<file path="config.mk">
export PLATFORM = sky130hd
export DESIGN_NAME = prio_vec_intc
export DESIGN_NICKNAME = d
export VERILOG_FILES = /design/src/rtl/ivc_pkg.sv /design/src/rtl/ivc_pending.sv /design/src/rtl/ivc_arbiter.sv /design/src/rtl/ivc_vecgen.sv /design/src/rtl/prio_vec_intc.sv
export SDC_FILE = /design/constraint.sdc
export NUM_CORES = 2
export LEC_CHECK = 0
export BUFFER_PORTS_ARGS = -buffer_cell sky130_fd_sc_hd__buf_2
export CAP_MARGIN = 20
export CORE_MARGIN = 2
export CORE_UTILIZATION = 45
export CTS_CLUSTER_SIZE = 24
export DETAILED_ROUTE_END_ITERATION = 8
export HOLD_SLACK_MARGIN = 0.03
export PLACE_DENSITY_LB_ADDON = 0.05
export SETUP_SLACK_MARGIN = 0.5
export SLEW_MARGIN = 30
export SYNTH_ARGS = -nofsm -noshare
export SYNTH_HDL_FRONTEND = slang
export SYNTH_SLANG_ARGS = --single-unit
</file>
<file path="constraint.sdc">
create_clock -name clk -period 204.5 [get_ports clk]
set_clock_uncertainty 0.05 [all_clocks]
set_input_delay 61.35 -clock clk [delete_from_list [all_inputs] [get_ports clk]]
set_output_delay 61.35 -clock clk [all_outputs]
set_load 0.005 [all_outputs]
</file>
<file path="src/rtl/ivc_pkg.sv">
package ivc_pkg;
  localparam int PRIO_W = 3;
  localparam int ADDR_W = 24;

  typedef logic [PRIO_W-1:0] prio_t;
  typedef logic [ADDR_W-1:0] addr_t;

  // Start of the selected table: the alternate table follows the default one
  // after all vector slots plus a gap, each slot two address units wide.
  function automatic addr_t table_base(input addr_t dflt, input int unsigned n_vec,
                                       input int unsigned gap, input logic use_alt);
    addr_t span;
    span = addr_t'((n_vec + gap) << 1);
    return use_alt ? (dflt + span) : dflt;
  endfunction

  // Slot address of one vector within a table.
  function automatic addr_t slot_addr(input addr_t base, input int unsigned idx);
    return base + addr_t'(idx << 1);
  endfunction
endpackage

</file>
<file path="src/rtl/ivc_pending.sv">
module ivc_pending #(
  parameter int N = 8
) (
  input  logic         clk,
  input  logic         rst_n,
  input  logic [N-1:0] set_i,
  input  logic [N-1:0] clr_i,
  output logic [N-1:0] pend_o,
  output logic [N-1:0] eff_o
);
  logic [N-1:0] pend_q;

  // A new request outranks a clear of the same bit in the same cycle.
  assign eff_o  = (pend_q & ~clr_i) | set_i;
  assign pend_o = pend_q;

  always_ff @(posedge clk) begin
    if (!rst_n) pend_q <= '0;
    else        pend_q <= eff_o;
  end

  // a pending flag that is not cleared survives the edge
  a_r9_flag_held: assert property (@(posedge clk) disable iff (!rst_n)
    1'b1 |=> ((pend_q & $past(pend_q & ~clr_i)) == $past(pend_q & ~clr_i)));

  // a cleared flag with no simultaneous request is gone after the edge
  a_r10_flag_cleared: assert property (@(posedge clk) disable iff (!rst_n)
    1'b1 |=> ((pend_q & $past(clr_i & ~set_i)) == '0));
endmodule

</file>
<file path="src/rtl/ivc_arbiter.sv">
module ivc_arbiter
  import ivc_pkg::*;
#(
  parameter int N_TRAP = 8,
  parameter int N_IRQ  = 118,
  parameter int VEC_W  = 7
) (
  input  logic [N_TRAP-1:0]       trap_eff_i,
  input  logic [N_IRQ-1:0]        irq_eff_i,
  input  logic [N_IRQ*PRIO_W-1:0] prio_i,
  input  prio_t                   ipl_i,
  output logic                    hit_o,
  output logic                    trap_hit_o,
  output logic [VEC_W-1:0]        vec_o
);
  logic [N_IRQ-1:0] elig;
  logic [VEC_W-1:0] trap_idx;
  logic [VEC_W-1:0] irq_idx;
  prio_t            irq_best;
  logic             irq_hit;

  // Per-source mask: a priority must exceed the core's level (0 never does).
  for (genvar k = 0; k < N_IRQ; k++) begin : g_elig
    assign elig[k] = irq_eff_i[k] && (prio_i[k*PRIO_W +: PRIO_W] > ipl_i);
  end

  // Lowest-index trap.
  always_comb begin
    trap_idx = '0;
    for (int i = N_TRAP - 1; i >= 0; i--) begin
      if (trap_eff_i[i]) trap_idx = VEC_W'(i);
    end
  end

  // Highest priority first; ascending scan with strict compare keeps the
  // lowest index among equals.
  always_comb begin
    irq_best = '0;
    irq_idx  = '0;
    for (int k = 0; k < N_IRQ; k++) begin
      if (elig[k] && (prio_i[k*PRIO_W +: PRIO_W] > irq_best)) begin
        irq_best = prio_i[k*PRIO_W +: PRIO_W];
        irq_idx  = VEC_W'(k);
      end
    end
  end

  assign irq_hit    = |elig;
  assign trap_hit_o = |trap_eff_i;
  assign hit_o      = trap_hit_o | irq_hit;
  assign vec_o      = trap_hit_o ? trap_idx : (VEC_W'(N_TRAP) + irq_idx);
endmodule

</file>
<file path="src/rtl/ivc_vecgen.sv">
module ivc_vecgen
  import ivc_pkg::*;
#(
  parameter int    N_VEC     = 126,
  parameter int    GAP_SLOTS = 8,
  parameter int    VEC_W     = 7,
  parameter addr_t BASE_ADDR = 24'h000004
) (
  input  logic             clk,
  input  logic             rst_n,
  input  logic             hit_i,
  input  logic [VEC_W-1:0] vec_i,
  input  logic             alt_i,
  output logic             req_o,
  output logic [VEC_W-1:0] vec_o,
  output addr_t            addr_o
);
  localparam addr_t TBL_END = BASE_ADDR + addr_t'((2 * N_VEC + GAP_SLOTS) * 2);

  addr_t base_sel;
  addr_t addr_nxt;

  assign base_sel = table_base(BASE_ADDR, N_VEC, GAP_SLOTS, alt_i);
  assign addr_nxt = slot_addr(base_sel, 32'(vec_i));

  always_ff @(posedge clk) begin
    if (!rst_n) begin
      req_o  <= 1'b0;
      vec_o  <= '0;
      addr_o <= '0;
    end else if (hit_i) begin
      req_o  <= 1'b1;
      vec_o  <= vec_i;
      addr_o <= addr_nxt;
    end else begin
      req_o  <= 1'b0;
      vec_o  <= '0;
      addr_o <= '0;
    end
  end

  // a presented address is an even slot inside one of the two tables
  a_r7_addr_in_tables: assert property (@(posedge clk) disable iff (!rst_n)
    req_o |-> (addr_o >= BASE_ADDR && addr_o < TBL_END && addr_o[0] == BASE_ADDR[0]));

  // presented vectors stay within the vector space
  a_r6_vec_range: assert property (@(posedge clk) disable iff (!rst_n)
    req_o |-> (32'(vec_o) < N_VEC));
endmodule

</file>
<file path="src/rtl/prio_vec_intc.sv">
module prio_vec_intc
  import ivc_pkg::*;
#(
  parameter int    N_TRAP    = 8,
  parameter int    N_IRQ     = 118,
  parameter int    GAP_SLOTS = 8,
  parameter addr_t BASE_ADDR = 24'h000004,
  localparam int   N_VEC     = N_TRAP + N_IRQ,
  localparam int   VEC_W     = $clog2(N_VEC)
) (
  input  logic                    clk,
  input  logic                    rst_n,
  input  logic [N_TRAP-1:0]       trap_i,
  input  logic [N_IRQ-1:0]        irq_i,
  input  logic [N_IRQ*PRIO_W-1:0] prio_i,
  input  logic [PRIO_W-1:0]       cpu_ipl_i,
  input  logic                    alt_tbl_i,
  input  logic                    ack_i,
  output logic                    req_o,
  output logic [VEC_W-1:0]        vec_o,
  output logic [ADDR_W-1:0]       addr_o
);
  logic              ack_fire;
  logic [N_VEC-1:0]  clr_all;
  logic [N_VEC-1:0]  set_all;
  logic [N_VEC-1:0]  pend_all;
  logic [N_TRAP-1:0] trap_pend, trap_eff;
  logic [N_IRQ-1:0]  irq_pend, irq_eff;
  logic              hit, trap_hit;
  logic [VEC_W-1:0]  win_vec;

  // Acknowledge retires the presented vector only while a request is shown.
  assign ack_fire = ack_i & req_o;
  assign clr_all  = ack_fire ? (N_VEC'(1) << vec_o) : '0;
  assign set_all  = {irq_i, trap_i};
  assign pend_all = {irq_pend, trap_pend};

  ivc_pending #(.N(N_TRAP)) u_trap_pend (
    .clk(clk), .rst_n(rst_n),
    .set_i(trap_i), .clr_i(clr_all[N_TRAP-1:0]),
    .pend_o(trap_pend), .eff_o(trap_eff)
  );

  ivc_pending #(.N(N_IRQ)) u_irq_pend (
    .clk(clk), .rst_n(rst_n),
    .set_i(irq_i), .clr_i(clr_all[N_VEC-1:N_TRAP]),
    .pend_o(irq_pend), .eff_o(irq_eff)
  );

  ivc_arbiter #(.N_TRAP(N_TRAP), .N_IRQ(N_IRQ), .VEC_W(VEC_W)) u_arb (
    .trap_eff_i(trap_eff), .irq_eff_i(irq_eff),
    .prio_i(prio_i), .ipl_i(cpu_ipl_i),
    .hit_o(hit), .trap_hit_o(trap_hit), .vec_o(win_vec)
  );

  ivc_vecgen #(.N_VEC(N_VEC), .GAP_SLOTS(GAP_SLOTS), .VEC_W(VEC_W),
               .BASE_ADDR(BASE_ADDR)) u_gen (
    .clk(clk), .rst_n(rst_n),
    .hit_i(hit), .vec_i(win_vec), .alt_i(alt_tbl_i),
    .req_o(req_o), .vec_o(vec_o), .addr_o(addr_o)
  );

  // a winner this cycle is presented after exactly one edge
  a_r8_fixed_latency: assert property (@(posedge clk) disable iff (!rst_n)
    hit |=> req_o);
  a_r8_idle_follows: assert property (@(posedge clk) disable iff (!rst_n)
    !hit |=> !req_o);

  // any pending trap wins over all peripherals
  a_r2_trap_first: assert property (@(posedge clk) disable iff (!rst_n)
    trap_hit |=> (req_o && (32'(vec_o) < N_TRAP)));

  // an accepted vector leaves the pending set unless re-requested
  a_r10_ack_retires: assert property (@(posedge clk) disable iff (!rst_n)
    (ack_fire && !set_all[vec_o]) |=> !pend_all[$past(vec_o)]);

  // acknowledge with nothing presented drops no pending flag
  a_r10_ack_ignored: assert property (@(posedge clk) disable iff (!rst_n)
    (ack_i && !req_o) |=> ((pend_all & $past(pend_all)) == $past(pend_all)));
endmodule

</file>
==> qor.txt <==
status -> completed
WL per Instance -> 21.4 um
synth-to-layout area growth -> 38.9%
Final min period -> 202.36 ns
routability cong. -> 0.994
crit-path leading delay family -> adder cells
count of different cell masters after synthesis -> 133
Power Density -> 11.8 mW/mm^2
first-pass GRT wire length -> 189,000 um
register area share after synthesis -> 9.58%
post-synthesis async set-or-reset flop share -> 0%
WS Path Type -> input port to flip-flop
vias per cell -> 5.97
initial antenna violation count -> 48
# IOs -> 519
Synth warnings -> 0
core box area -> 0.0655 sq mm
antenna viol nets, final -> 0
DR iter-0 viols -> 3,082
Post-synth top flop -> dfxtp_1
Yosys reg bits -> 142
Pleak -> 19.3 nW
fin nets -> 6,200
global route overflow -> 0
Setup violations, final -> 0
layer with the highest usage -> met2
MaxCap Viol Count -> 0
Max IR drop VDD -> 0.00893 mV
crit start category -> input port
max incr delay on CP -> 0.54 ns
Most Frequent Cell on Critical Path -> maj3_2
Initial Util -> 45.3%
CTS Sinks -> 142
worst skew pair latency -> 0.50 ns
Synth Instances -> 4,188
Crit. End Element -> flip-flop
cts hold-fix bufs -> 0
Pwr Total -> 0.000487 W
Period Utilization, post-route -> 99.0%
Pre-antenna DRT Iters -> 6
Non-Filler Instances -> 6,144
GR Util met1 -> 46.8%
via count -> 36,700
Reg clk slew, reported paths -> 0.07 ns
max frequency -> 0.00494 GHz
largest net degree at the start of global routing -> 95
DRC viols -> 0
Slew Limit Fails -> 0
number of enable flip-flop cells after synthesis -> 0
IO Port Bufs -> 503
met3 Use GR -> 5.64%
Die Height -> 261 um
Post-DP HPWL -> 106,000 um
num rows -> 94
final hold slack -> 0.453 ns
gr usage total -> 36.0%
CTS root buf -> clkbuf_16
flop-to-flop setup slack -> 62.19 ns
Detailed Route WL -> 131,000 um
Syn Area/Cell -> 7.09 sq um
biggest fanout along the worst timing path -> 5
die area -> 0.0680 sq mm
CTS tree -> done
GR Layer Usage met2 -> 57.7%
mapped cell area -> 0.0297 sq mm
Fin Setup TNS -> 0 ns
Worst Path Required -> 204.87 ns
slowest stage cell, crit path -> or4_1
crit path buf inv count -> 45
Fin. Hold Viols -> 0
Crit path arrival time -> 202.73 ns
min-delay worst type -> flip-flop to flip-flop
placed cells -> 5,875
Max H-tree Level -> 4
CTS Buffer Depth -> 2
die width -> 261 um
Slew HR -> 25.0%
Least-Margin Pin Slew -> 1.12 ns
vias in the first global route -> 32,700
RSZ-0062 raised after global routing -> true
share of cells above drive strength 1 -> 35.5%
share of the core filled with cells -> 62.9%
TritonCTS buffer count -> 17
==> final timing paths <==
path | startpoint | endpoint | cells past startpoint
worst min register to register | u_irq_pend.pend_o[91]$_SDFF_PN0_ | u_irq_pend.pend_o[91]$_SDFF_PN0_ | 2
worst min-delay path | u_irq_pend.pend_o[91]$_SDFF_PN0_ | u_irq_pend.pend_o[91]$_SDFF_PN0_ | 2
worst max-delay path | ack_i | u_gen.addr_o[8]$_SDFF_PN0_ | 953
worst max register to register | u_gen.vec_o[3]$_SDFF_PN0_ | u_gen.addr_o[8]$_SDFF_PN0_ | 806
==> registers in the layout, indices dropped and copies added (netlist names) <==
signal              cells
u_irq_pend.pend_o     118
u_gen.addr_o            8
u_trap_pend.pend_o      8
u_gen.vec_o             7
u_gen.req_o             1
==> stage by stage <==
stage / instance area, sq um / setup WS [ns]
final: 41200 / 2.14
after global routing: 41200 / -4.37
after CTS: 38200 / -0.973
after detailed placement: 36700 / -3.60
after global placement: 36600 / -2.76
after floorplan: 30500 / 0.541
==> placed cells by master (no fill, tap or decap), drive strengths merged, types with 14 or more instances in the layout <==
cell type | synthesis | routed
a211oi | 34 | 34
a21boi | 42 | 42
a21o | 139 | 139
a21oi | 421 | 421
a22oi | 15 | 15
a311oi | 125 | 125
a31o | 14 | 14
a31oi | 78 | 78
and2 | 88 | 88
and3 | 67 | 67
buf | 28 | 1069
clkbuf | 32 | 18
conb | 1 | 15
dfxtp | 142 | 142
diode | 0 | 37
ha | 483 | 483
inv | 370 | 377
maj3 | 90 | 90
mux2 | 21 | 21
mux2i | 26 | 26
nand2 | 496 | 496
nand2b | 19 | 19
nand3 | 108 | 108
nand4 | 27 | 27
nor2 | 336 | 336
nor2b | 150 | 150
nor3 | 55 | 55
nor4 | 42 | 42
o211ai | 33 | 33
o21a | 88 | 88
o21ai | 211 | 211
o21bai | 23 | 23
o22ai | 26 | 26
o31a | 15 | 15
o31ai | 51 | 51
or2 | 64 | 64
or3 | 16 | 16
==> cells in the mapped netlist, types with 25 or more instances <==
cell type    n  area [sq um]
a211oi_1    28           210
a21boi_0    30           225
a21o_1     138          1040
a21oi_1    417          2090
a311oi_1   123          1080
a31oi_1     76           475
and2_1      86           538
and3_1      66           413
clkbuf_1    32           120
dfxtp_1    142          2840
ha_1       483          6040
inv_1      368          1380
maj3_1      87           871
mux2i_1     26           260
nand2_1    495          1860
nand3_1    106           531
nand4_1     26           163
nor2_1     335          1260
nor2b_1    150           938
nor3_1      49           245
nor4_1      41           257
o211ai_1    29           218
o21a_1      87           653
o21ai_0    189           946
o22ai_1     25           156
o31ai_1     45           338
or2_2       60           375
==> worst register-to-register path, delay by kind of cell, from the launching register on <==
family	cells	cell delay (ns)
mux	27	8.15
buf+inv	41	3.98
simple gates	256	29.96
fa+ha+maj	206	57.43
compound gates	276	42.12
flops	1	0.49
==> metal layers <==
metal / up-vias / wire length (um)
li1: 17700 / -
met1: 17300 / 55200
met2: 1331 / 59000
met3: 321 / 10000
met4: 24 / 7070
met5: - / 160
==> logic make-up (layout without fill, tap and decap cells) <==
family                   after synthesis  count (layout)  share of synthesized area (%)
adder cells (fa/ha/maj)              573             573                           23.4
buffers and inverters                431            1472                           5.84
AO/OA/AOI/OAI                       1463            1463                           34.1
multiplexers                          47              47                           1.74
flip-flops                           142             142                           9.58
other                                  1              52                         0.0126
XOR/XNOR                               5               5                          0.173
AND/OR/NAND/NOR                     1526            1526                           25.1
==> layout make-up <==
class                           count  area [sq um]
Fill cell                        6113         24300
Clock buffer                       17           425
Multi-Input combinational cell   3629         28400
Clock inverter                     15           175
Tap cell                          864          1080
Inverter                          370          1400
Timing Repair Buffer             1070          6860
Sequential cell                   142          2840
Antenna cell                       37          92.6
==> power by group <==
group / switching (W) / total (W) / internal [W]
registers: 0.000000513 / 0.0000300 / 0.0000295
logic: 0.000203 / 0.000423 / 0.000220
clock network: 0.0000159 / 0.0000343 / 0.0000184
total: 0.000219 / 0.000487 / 0.000268
==> what timing repair did <==
item / in CTS / in global routing
endpoints found under the setup margin: 15 / 15
hold endpoints to repair: 0 / 0
pin swaps: 122 / 582
setup buffers: 93 / 106
resized for setup: 63 / 466
Power figures use the tool's default switching activity.
